===== src/rtl/irq_redir_pkg.sv =====
package irq_redir_pkg;

  localparam int          ENTRY_W      = 64;
  localparam int          REROUTE_PIN  = 2;
  localparam logic [31:0] MSG_BASE     = 32'hFEE0_0000;
  localparam logic [2:0]  DLV_EXTINT   = 3'b111;
  localparam int          ADDR_DEST_SH = 4;
  localparam int          ADDR_MODE_SH = 2;
  localparam int          DATA_DLV_SH  = 8;
  localparam int          DATA_TRIG_SH = 15;

  typedef struct packed {
    logic [15:0] dest;
    logic        mask;
    logic        trig_lvl;
    logic        dmode;
    logic [2:0]  dlv;
    logic [7:0]  vector;
  } rte_fields_t;

  function automatic rte_fields_t rte_decode(input logic [ENTRY_W-1:0] e);
    rte_fields_t f;
    f.dest     = e[63:48];
    f.mask     = e[16];
    f.trig_lvl = e[15];
    f.dmode    = e[11];
    f.dlv      = e[10:8];
    f.vector   = e[7:0];
    return f;
  endfunction

  function automatic logic [31:0] msg_addr_of(input rte_fields_t f);
    return MSG_BASE | (32'(f.dest) << ADDR_DEST_SH) | (32'(f.dmode) << ADDR_MODE_SH);
  endfunction

  function automatic logic [31:0] msg_data_of(input rte_fields_t f, input logic [7:0] ext);
    logic [7:0] v;
    v = (f.dlv == DLV_EXTINT) ? ext : f.vector;
    return 32'(v) | (32'(f.dlv) << DATA_DLV_SH) | (32'(f.trig_lvl) << DATA_TRIG_SH);
  endfunction

endpackage


===== src/rtl/irq_in_stage.sv =====
module irq_in_stage
  import irq_redir_pkg::*;
#(
  parameter int NUM_PINS = 8
) (
  input  logic                clk,
  input  logic                rst_n,
  input  logic [NUM_PINS-1:0] irq_in,
  input  logic [NUM_PINS-1:0] lvl_mode,
  input  logic [NUM_PINS-1:0] pin_mask,
  input  logic [NUM_PINS-1:0] edge_clr,
  output logic [NUM_PINS-1:0] irr
);

  logic [NUM_PINS-1:0] line;
  logic [NUM_PINS-1:0] line_q;
  logic [NUM_PINS-1:0] rise;
  logic [NUM_PINS-1:0] irr_next;

  // Input-to-pin map: line 0 is folded onto the reroute pin
  for (genvar p = 0; p < NUM_PINS; p++) begin : g_map
    if (p == 0) begin : g_zero
      assign line[p] = 1'b0;
    end else if (p == REROUTE_PIN) begin : g_fold
      assign line[p] = irq_in[p] | irq_in[0];
    end else begin : g_direct
      assign line[p] = irq_in[p];
    end
  end

  assign rise = line & ~line_q;

  always_comb begin
    irr_next = (lvl_mode & line) |
               (~lvl_mode & ((irr & ~edge_clr) | (rise & ~pin_mask)));
  end

  always_ff @(posedge clk or negedge rst_n) begin
    if (!rst_n) begin
      line_q <= '0;
      irr    <= '0;
    end else begin
      line_q <= line;
      irr    <= irr_next;
    end
  end

endmodule


===== src/rtl/irq_prio_pick.sv =====
module irq_prio_pick #(
  parameter int N     = 8,
  parameter int IDX_W = $clog2(N)
) (
  input  logic [N-1:0]     req,
  output logic             found,
  output logic [IDX_W-1:0] idx
);

  // Lowest index wins: scan downward so the last hit is the smallest
  always_comb begin
    found = 1'b0;
    idx   = '0;
    for (int i = N - 1; i >= 0; i--) begin
      if (req[i]) begin
        found = 1'b1;
        idx   = IDX_W'(i);
      end
    end
  end

endmodule


===== src/rtl/irq_redir_engine.sv =====
module irq_redir_engine
  import irq_redir_pkg::*;
#(
  parameter int NUM_PINS = 8,
  localparam int IDX_W   = $clog2(NUM_PINS)
) (
  input  logic                        clk,
  input  logic                        rst_n,
  input  logic [NUM_PINS-1:0]         irq_in,
  input  logic [NUM_PINS*ENTRY_W-1:0] rte_flat,
  input  logic [7:0]                  extint_vec,
  input  logic                        eoi_valid,
  input  logic [7:0]                  eoi_vector,
  input  logic                        msg_ready,
  output logic                        msg_valid,
  output logic [31:0]                 msg_addr,
  output logic [31:0]                 msg_data,
  output logic [NUM_PINS-1:0]         irr_o,
  output logic [NUM_PINS-1:0]         remote_irr_o
);

  rte_fields_t         fld [NUM_PINS];
  logic [NUM_PINS-1:0] lvl_mode;
  logic [NUM_PINS-1:0] pin_mask;
  logic [NUM_PINS-1:0] eoi_hit;
  logic [NUM_PINS-1:0] eligible;
  logic [NUM_PINS-1:0] sel_onehot;
  logic [NUM_PINS-1:0] edge_clr;
  logic [NUM_PINS-1:0] rirr_set;
  logic [NUM_PINS-1:0] rirr;
  logic [NUM_PINS-1:0] rirr_next;
  logic                pick_found;
  logic [IDX_W-1:0]    pick_idx;
  logic                advance;
  logic                load_fire;
  logic                load_level;
  logic                load_masked;
  rte_fields_t         sel_fld;

  for (genvar p = 0; p < NUM_PINS; p++) begin : g_entry
    assign fld[p]      = rte_decode(rte_flat[p*ENTRY_W +: ENTRY_W]);
    assign lvl_mode[p] = fld[p].trig_lvl;
    assign pin_mask[p] = fld[p].mask;
    assign eoi_hit[p]  = eoi_valid && rirr[p] && (fld[p].vector == eoi_vector);
  end

  irq_in_stage #(.NUM_PINS(NUM_PINS)) u_in (
    .clk      (clk),
    .rst_n    (rst_n),
    .irq_in   (irq_in),
    .lvl_mode (lvl_mode),
    .pin_mask (pin_mask),
    .edge_clr (edge_clr),
    .irr      (irr_o)
  );

  assign eligible = irr_o & ~pin_mask & (~lvl_mode | ~rirr);

  irq_prio_pick #(.N(NUM_PINS), .IDX_W(IDX_W)) u_pick (
    .req   (eligible),
    .found (pick_found),
    .idx   (pick_idx)
  );

  assign advance     = !msg_valid || msg_ready;
  assign load_fire   = advance && pick_found;
  assign sel_onehot  = load_fire ? (NUM_PINS'(1) << pick_idx) : '0;
  assign edge_clr    = sel_onehot & ~lvl_mode;
  assign rirr_set    = sel_onehot & lvl_mode;
  assign load_level  = lvl_mode[pick_idx];
  assign load_masked = pin_mask[pick_idx];
  assign sel_fld     = fld[pick_idx];

  // Remote-IRR: set on level delivery, released by matching EOI, forced low for edge entries
  assign rirr_next = (rirr | rirr_set) & ~eoi_hit & lvl_mode;

  always_ff @(posedge clk or negedge rst_n) begin
    if (!rst_n) begin
      rirr <= '0;
    end else begin
      rirr <= rirr_next;
    end
  end

  assign remote_irr_o = rirr;

  always_ff @(posedge clk or negedge rst_n) begin
    if (!rst_n) begin
      msg_valid <= 1'b0;
      msg_addr  <= '0;
      msg_data  <= '0;
    end else if (advance) begin
      msg_valid <= pick_found;
      if (pick_found) begin
        msg_addr <= msg_addr_of(sel_fld);
        msg_data <= msg_data_of(sel_fld, extint_vec);
      end
    end
  end

endmodule


===== config.mk =====
export PLATFORM = sky130hd
export DESIGN_NAME = irq_redir_engine
export DESIGN_NICKNAME = d
export VERILOG_FILES = /design/src/rtl/irq_redir_pkg.sv /design/src/rtl/irq_in_stage.sv /design/src/rtl/irq_prio_pick.sv /design/src/rtl/irq_redir_engine.sv
export SDC_FILE = /design/constraint.sdc
export NUM_CORES = 1
export LEC_CHECK = 0
export CAP_MARGIN = 10
export CORE_AREA = 2 2 240 242
export CTS_CLUSTER_DIAMETER = 40
export CTS_CLUSTER_SIZE = 24
export DETAILED_ROUTE_END_ITERATION = 6
export DIE_AREA = 0 0 242 244
export GPL_TIMING_DRIVEN = 0
export PLACE_DENSITY = 0.44
export SYNTH_ARGS = -nofsm -noshare
export SYNTH_HDL_FRONTEND = slang
export SYNTH_HIERARCHICAL = 1
export SYNTH_SLANG_ARGS = --single-unit

===== constraint.sdc =====
create_clock -name clk -period 2.65 [get_ports clk]
set_clock_uncertainty 0.05 [all_clocks]
set_input_delay 0.265 -clock clk [delete_from_list [all_inputs] [get_ports clk]]
set_output_delay 0.265 -clock clk [all_outputs]
set_load 0.01 [all_outputs]

# [After elaboration in Yosys (flattened, before gate mapping)]
# Index checks and enable logic that the tools add are counted.
[word_totals] output_inout_bits=81 wordCells=84 ff_bits=88
[classes] bitwise_logic=26 shifts=1 mux=21 reduce_logical=20 magnitude_cmp=1 n_eq_ne=9
[ops] operator="$bmux 30 s3" n=1
[ops] operator="$and 8x8->8" n=11
[ops] operator="$eq 8x8->1" n=8
[ops] operator="$mux 30" n=2
[ops] operator="$not 8->8" n=6
[ops] operator="$or 32x3->32" n=1
[ops] operator="$or 8x8->8" n=4
[ops] operator="$mux 3" n=8
[ops] operator="$logic_and 1x1->1" n=17
[ops] operator="$mux 8" n=2
[ops] operator="$or 11x16->16" n=1
[ops] operator="$or 8x11->11" n=1
[ops] operator="$mux 1" n=8
[ops] operator="$shl 1x3->8 const A" n=1
[ops] operator="$ge 4x4->1 const B" n=1
[ops] operator="$not 3->4" n=1
[ops] operator="$eq 3x3->1 const B" n=1
[ops] operator="$reduce_and 2->1" n=1
[ops] operator="$logic_not 1->1" n=1
[ops] operator="$logic_or 1x1->1" n=1
[ops] operator="$or 1x1->1" n=1

# [Logic depth before layout (Yosys ltp)]
[logic_depth] ltp_word=19 depth_mapped=12 depth_no_buf=10

# [Cells and area by module]
# The synthesis kept the hierarchy.
[modules_own_cells] module="irq_redir_engine" cells_each=474 seq_area_each_um2=975.9 instances=1 area_per_inst_um2=4509.3
[modules_own_cells] module="irq_in_stage" cells_each=38 seq_area_each_um2=375.4 instances=1 area_per_inst_um2=531.8
[modules_own_cells] module="irq_prio_pick" cells_each=13 seq_area_each_um2=0.0 instances=1 area_per_inst_um2=80.1

# [Worst setup path after synthesis]
# Ideal clock, no wire load.
[synth_timing] path_kind="register to register" startpoint="reg rirr[2], in the netlist remote_irr_o[2]" endpoint="reg msg_data[0]" stages_incl_launch_ff=10 n_path_buf=1 arrival_time_ps=2784 path_slack_ps=-311 setup_ps=127 required_time_ps=2473 cell_sequence="dfrtp_1 > a211oi_1 > nor2_1 > a211oi_1 > mux2_2 > mux4_2 > and2_1 > buf_1 > a31oi_1 > o21ai_1"
[synth_via] elab_chain_len=14 word_cells_on_any_way=18 classes_between="eq/ne (1); mux (10); bitwise (6); reduce/logical (1)"
[synth_lines] item="start, declared" line="irq_redir_engine.sv:30" rtl="logic [NUM_PINS-1:0] rirr;"
[synth_lines] item="start signal, assigned" line="irq_redir_engine.sv:81" rtl="rirr <= rirr_next;"
[synth_lines] item="$not 8->8 *" line="irq_redir_engine.sv:57" rtl="assign eligible = irr_o & ~pin_mask & (~lvl_mode | ~rirr);"
[synth_lines] item="$or 8x8->8 *" line="irq_redir_engine.sv:57"
[synth_lines] item="$and 8x8->8 *" line="irq_redir_engine.sv:57"
[synth_lines] item="via eligible[2]" line="irq_redir_engine.sv:26" rtl="logic [NUM_PINS-1:0] eligible;"
[synth_lines] item="$mux 3 * (3 in series)" line="irq_prio_pick.sv:15" rtl="if (req[i]) begin"
[synth_lines] item="via pick_idx[1]" line="irq_redir_engine.sv:33" rtl="logic [IDX_W-1:0] pick_idx;"
[synth_lines] item="$not 3->4 (implied by the code) *" line="irq_redir_engine.sv:72" rtl="assign sel_fld = fld[pick_idx];"
[synth_lines] item="$bmux 30 s3 *" line="irq_redir_engine.sv:72"
[synth_lines] item="$mux 30 (implied by the code) * (2 in series)" line="irq_redir_engine.sv:72"
[synth_lines] item="$eq 3x3->1" line="irq_redir_pkg.sv:38" rtl="v = (f.dlv == DLV_EXTINT) ? ext : f.vector;"
[synth_lines] item="$mux 8 *" line="irq_redir_pkg.sv:38"
[synth_lines] item="$or 8x11->11 *" line="irq_redir_pkg.sv:39" rtl="return 32'(v) | (32'(f.dlv) << DATA_DLV_SH) | (32'(f.trig_lvl) << DATA_TRIG_SH);"
[synth_lines] item="$or 11x16->16 *" line="irq_redir_pkg.sv:39"
[synth_lines] item="end signal, assigned" line="irq_redir_engine.sv:96" rtl="msg_data <= msg_data_of(sel_fld, extint_vec);"
[synth_lines] item="end, declared" line="irq_redir_engine.sv:17" rtl="output logic [31:0] msg_data,"
# The timed path passes the listed nets; every way through them passes the cells marked *. The select of a mux whose other input is x is not followed.
# A chain may end at the register's enable or synchronous reset.

# [Worst setup path in the final report]
[layout_timing] startpoint="reg rirr[5], in the netlist remote_irr_o[5]" endpoint="reg msg_data[5]"
[layout_via] elab_chain_len=17 word_cells_on_any_way=24 classes_between="eq/ne (1); mux (16); bitwise (6); reduce/logical (1)"
[layout_lines] item="$not 8->8 *" line="irq_redir_engine.sv:57"
[layout_lines] item="$or 8x8->8 *" line="irq_redir_engine.sv:57"
[layout_lines] item="$and 8x8->8 *" line="irq_redir_engine.sv:57"
[layout_lines] item="via eligible[5]" line="irq_redir_engine.sv:26"
[layout_lines] item="$mux 3 * (6 in series)" line="irq_prio_pick.sv:15"
[layout_lines] item="via pick_idx[0]" line="irq_redir_engine.sv:33"
[layout_lines] item="$not 3->4 (implied by the code) *" line="irq_redir_engine.sv:72"
[layout_lines] item="$bmux 30 s3 *" line="irq_redir_engine.sv:72"
[layout_lines] item="$mux 30 (implied by the code) * (2 in series)" line="irq_redir_engine.sv:72"
[layout_lines] item="$eq 3x3->1" line="irq_redir_pkg.sv:38"
[layout_lines] item="$mux 8 *" line="irq_redir_pkg.sv:38"
[layout_lines] item="$or 8x11->11 *" line="irq_redir_pkg.sv:39"
[layout_lines] item="$or 11x16->16 *" line="irq_redir_pkg.sv:39"
# Marked as above.

==> key figures <==
Clock network
  • CTS tree: built
  • Clock root buffer: clkbuf_16
  • Number of buffers created by CTS: 5
  • Worst-path clk slew: 0.09 ns
  • Clock latency on the worst-skew pair: 0.32 ns
  • H-tree lvl count: 2
  • Maximum buffer depth of the clock tree: 2
  • Hold_buf cts: 0
  • Sink Count: 54

Critical path
  • Worst-case reg-to-reg path depth: 10
  • Worst-path maximum fanout: 10
  • CP Launch Type: register
  • CP startpoint: remote_irr_o[5]$_DFF_PN0_
  • Crit path to: msg_data[5]$_DFFE_PN0N_
  • CP arrival: 3.02 ns
  • FF-to-FF End: msg_data[5]$_DFFE_PN0N_
  • R2R Setup Slk: -0.21 ns
  • CP required: 2.81 ns
  • Worst r2r src: remote_irr_o[5]$_DFF_PN0_
  • Kind of end point of the critical path: register
  • Setup Crit Path Kind: register to register

Floorplanning
  • Starting Density: 9.12%
  • Ports: 621
  • CORE AREA: 56200 um2
  • Chip height: 244 um
  • Die Area: 59000 um2
  • Row cnt: 87
  • Die X: 242 um

STA
  • RSZ-0062 raised after global routing: yes
  • Fin Setup TNS: -3.73 ns
  • Hold WS: -0.0297 ns
  • Fmax: 349 MHz
  • Final period util: 108%
  • Final setup fails: 28
  • Worst setup margin: -0.212 ns
  • Min cycle time layout: 2.86 ns
  • Hold Fails Final Rpt: 26
  • Worst Tran Pin Value: 0.809 ns
  • Final-report max-slew violation count: 0
  • Max-slew headroom: 46.0%

Synthesis
  • Yosys reg bits: 54
  • Top-count cell post-synth: nor2_1
  • Area contributors post-synth: dfrtp_1, mux4_2, xor2_1
  • Cell Area, Synth: 5120 um2
  • Area fraction of the dominant cell type after synthesis: 26.4%
  • Synth top cells by count: nor2_1, dfrtp_1, mux4_2, xor2_1, nand2_1
  • Number of flops mapped to enable cells by yosys: 0
  • Number of library cell types mapped by synthesis: 51
  • Dominant synthesized flop cell: dfrtp_1
  • Yosys top cell by area: dfrtp_1
  • Synth async-reset ratio: 100%
  • Seq/Total Area, Yosys: 26.4%
  • Ys Warns: 6
  • Avg Inst Size Synth: 9.75 um2
  • Cells after Synth: 525

Power and ir drop
  • VDD IR max: 0.000232 V
  • PwrDens: 483 nW/um2
  • P_leak: 3.84 nW

Routing
  • Final WL: 32800 um
  • Via count: 5839
  • Antenna Nets Post-Route: 0
  • Via/cell ratio: 3.50
  • Router iterations before antenna repair: 4
  • DR DRC count: 0
  • Average wire per standard cell: 19.7 um
  • Drt initial violations: 299

Placed design
  • Gpl congestion: 0.823
  • IO Port Bufs: 314
  • Placed cell area: 9340 um2
  • Placed Instances: 1619
  • Dpl hpwl: 27800 um

Global route
  • Initial antenna violation count: 21
  • Total gr overflow: 0
  • Largest net degree at the start of global routing: 55
  • Vias in the first global route: 5942
  • Global-route wire length before repair: 44800 um
  • GRT Util Overall: 10.7%

Finish
  • Layout Cell Area excl Fill: 10400 um2
  • Non-filler cells, final: 1668
  • Area grow syn2layout: 104%
  • Share of cells above drive strength 1: 25.8%
  • Nets: 1442

Run status
  • Failing checks: hold timing, setup timing
  • Status: finished, violations left

Min path
  • Hold crit path type: input pin to asynchronous set/reset pin

Job
  • Max-Cap Viols: 0
cell usage in the layout, fill, tap and decap left out, types with 8 or more instances in the layout:
cell type,instances
a31oi_1,18
buf_12,10
buf_4,66
buf_6,8
clkbuf_1,9
clkdlybuf4s50_1,305
conb_1,25
dfrtp_1,47
diode_2,9
inv_1,13
mux4_2,52
nand2_1,38
nand2_2,8
nor2_1,54
nor4_1,16
o21ai_0,9
o21ai_1,11
o21bai_1,8
xnor2_1,10
xor2_1,51
cell type report:
cell class | instances | area, um2
Fill cell | 6266 | 45700
Clock inverter | 3 | 22.5
Tap cell | 756 | 946
Buffer | 72 | 612
Antenna cell | 9 | 22.5
Sequential cell | 54 | 1360
Multi-Input combinational cell | 408 | 3890
Inverter | 15 | 60.1
Timing Repair Buffer | 346 | 3400
Clock buffer | 5 | 125
state kept, by name, summed over array words and instances (netlist names):
register / cells
msg_data: 12
u_in/irr: 8
msg_valid: 1
u_in/line_q: 7
remote_irr_o: 8
msg_addr: 18
where the power goes:
part	internal (mW)	switching, mW
Combinational	1.64	1.52
Sequential	1.02	0.122
Clock	0.358	0.376
Total	3.02	2.02
logic make-up after synthesis:
kind of cell | share of synthesized area [%]
AOI/OAI and AO/OA | 13.2
xor gates and xnor gates | 10.4
buffers and inverters | 9.82
DFF | 26.4
muxes | 25.4
other | 0.0732
and+or+nand+nor | 14.7
layer usage:
| layer | GRT usage (%) | up-vias | part of all wire (%) |
|---|---|---|---|
| met5 | 0 | - | 0.44 |
| li1 | - | 2663 | - |
| met4 | 2.38 | 22 | 1.9 |
| met3 | 4.76 | 55 | 9.4 |
| met2 | 16.2 | 249 | 44 |
| met1 | 14.0 | 2850 | 45 |
worst max-delay path: stages, from the launching register on:
cell,delay [ns]
dfrtp_2,0.49
a211oi_4,0.33
a21oi_1,0.08
o41ai_1,0.29
buf_4,0.30
buf_12,0.18
mux4_2,0.55
nor2_1,0.13
nor2_1,0.12
a31oi_4,0.16
o21ai_1,0.07
per-stage QoR:
step	total power, mW	hold WS (ns)	setup WS [ns]	util, %
floorplan	2.44	-0.0806	-0.0317	-
global placement	3.82	0.415	-1.98	16.6
detailed placement	3.83	0.375	-2.00	16.6
CTS	5.02	0.000900	-0.231	18.2
global route	5.36	0.0127	-0.346	18.5
finish	5.04	-0.0297	-0.212	18.6
timing repair:
action,in CTS,in global routing
gates resized for setup,135,31
gates cloned,1,0
pin swaps,22,12
setup endpoints to repair,45,42
buffers inserted,23,9
worst min path at each step:
stage	startpoint	to	slack (ns)	cells past startpoint
finish	rst_n	msg_addr[30]$_DFFE_PN0N_	-0.03	1
global route	rst_n	msg_addr[30]$_DFFE_PN0N_	0.01	1
CTS	rst_n	msg_addr[30]$_DFFE_PN0N_	0.0009	1
detailed placement	rst_n	msg_addr[2]$_DFFE_PN0N_	0.38	1
global placement	msg_data[8]$_DFFE_PN0N_	msg_data[8]$_DFFE_PN0N_	0.42	2
floorplan	rst_n	msg_addr[10]$_DFFE_PN0N_	-0.08	0
(Power assumes the default switching activity.)
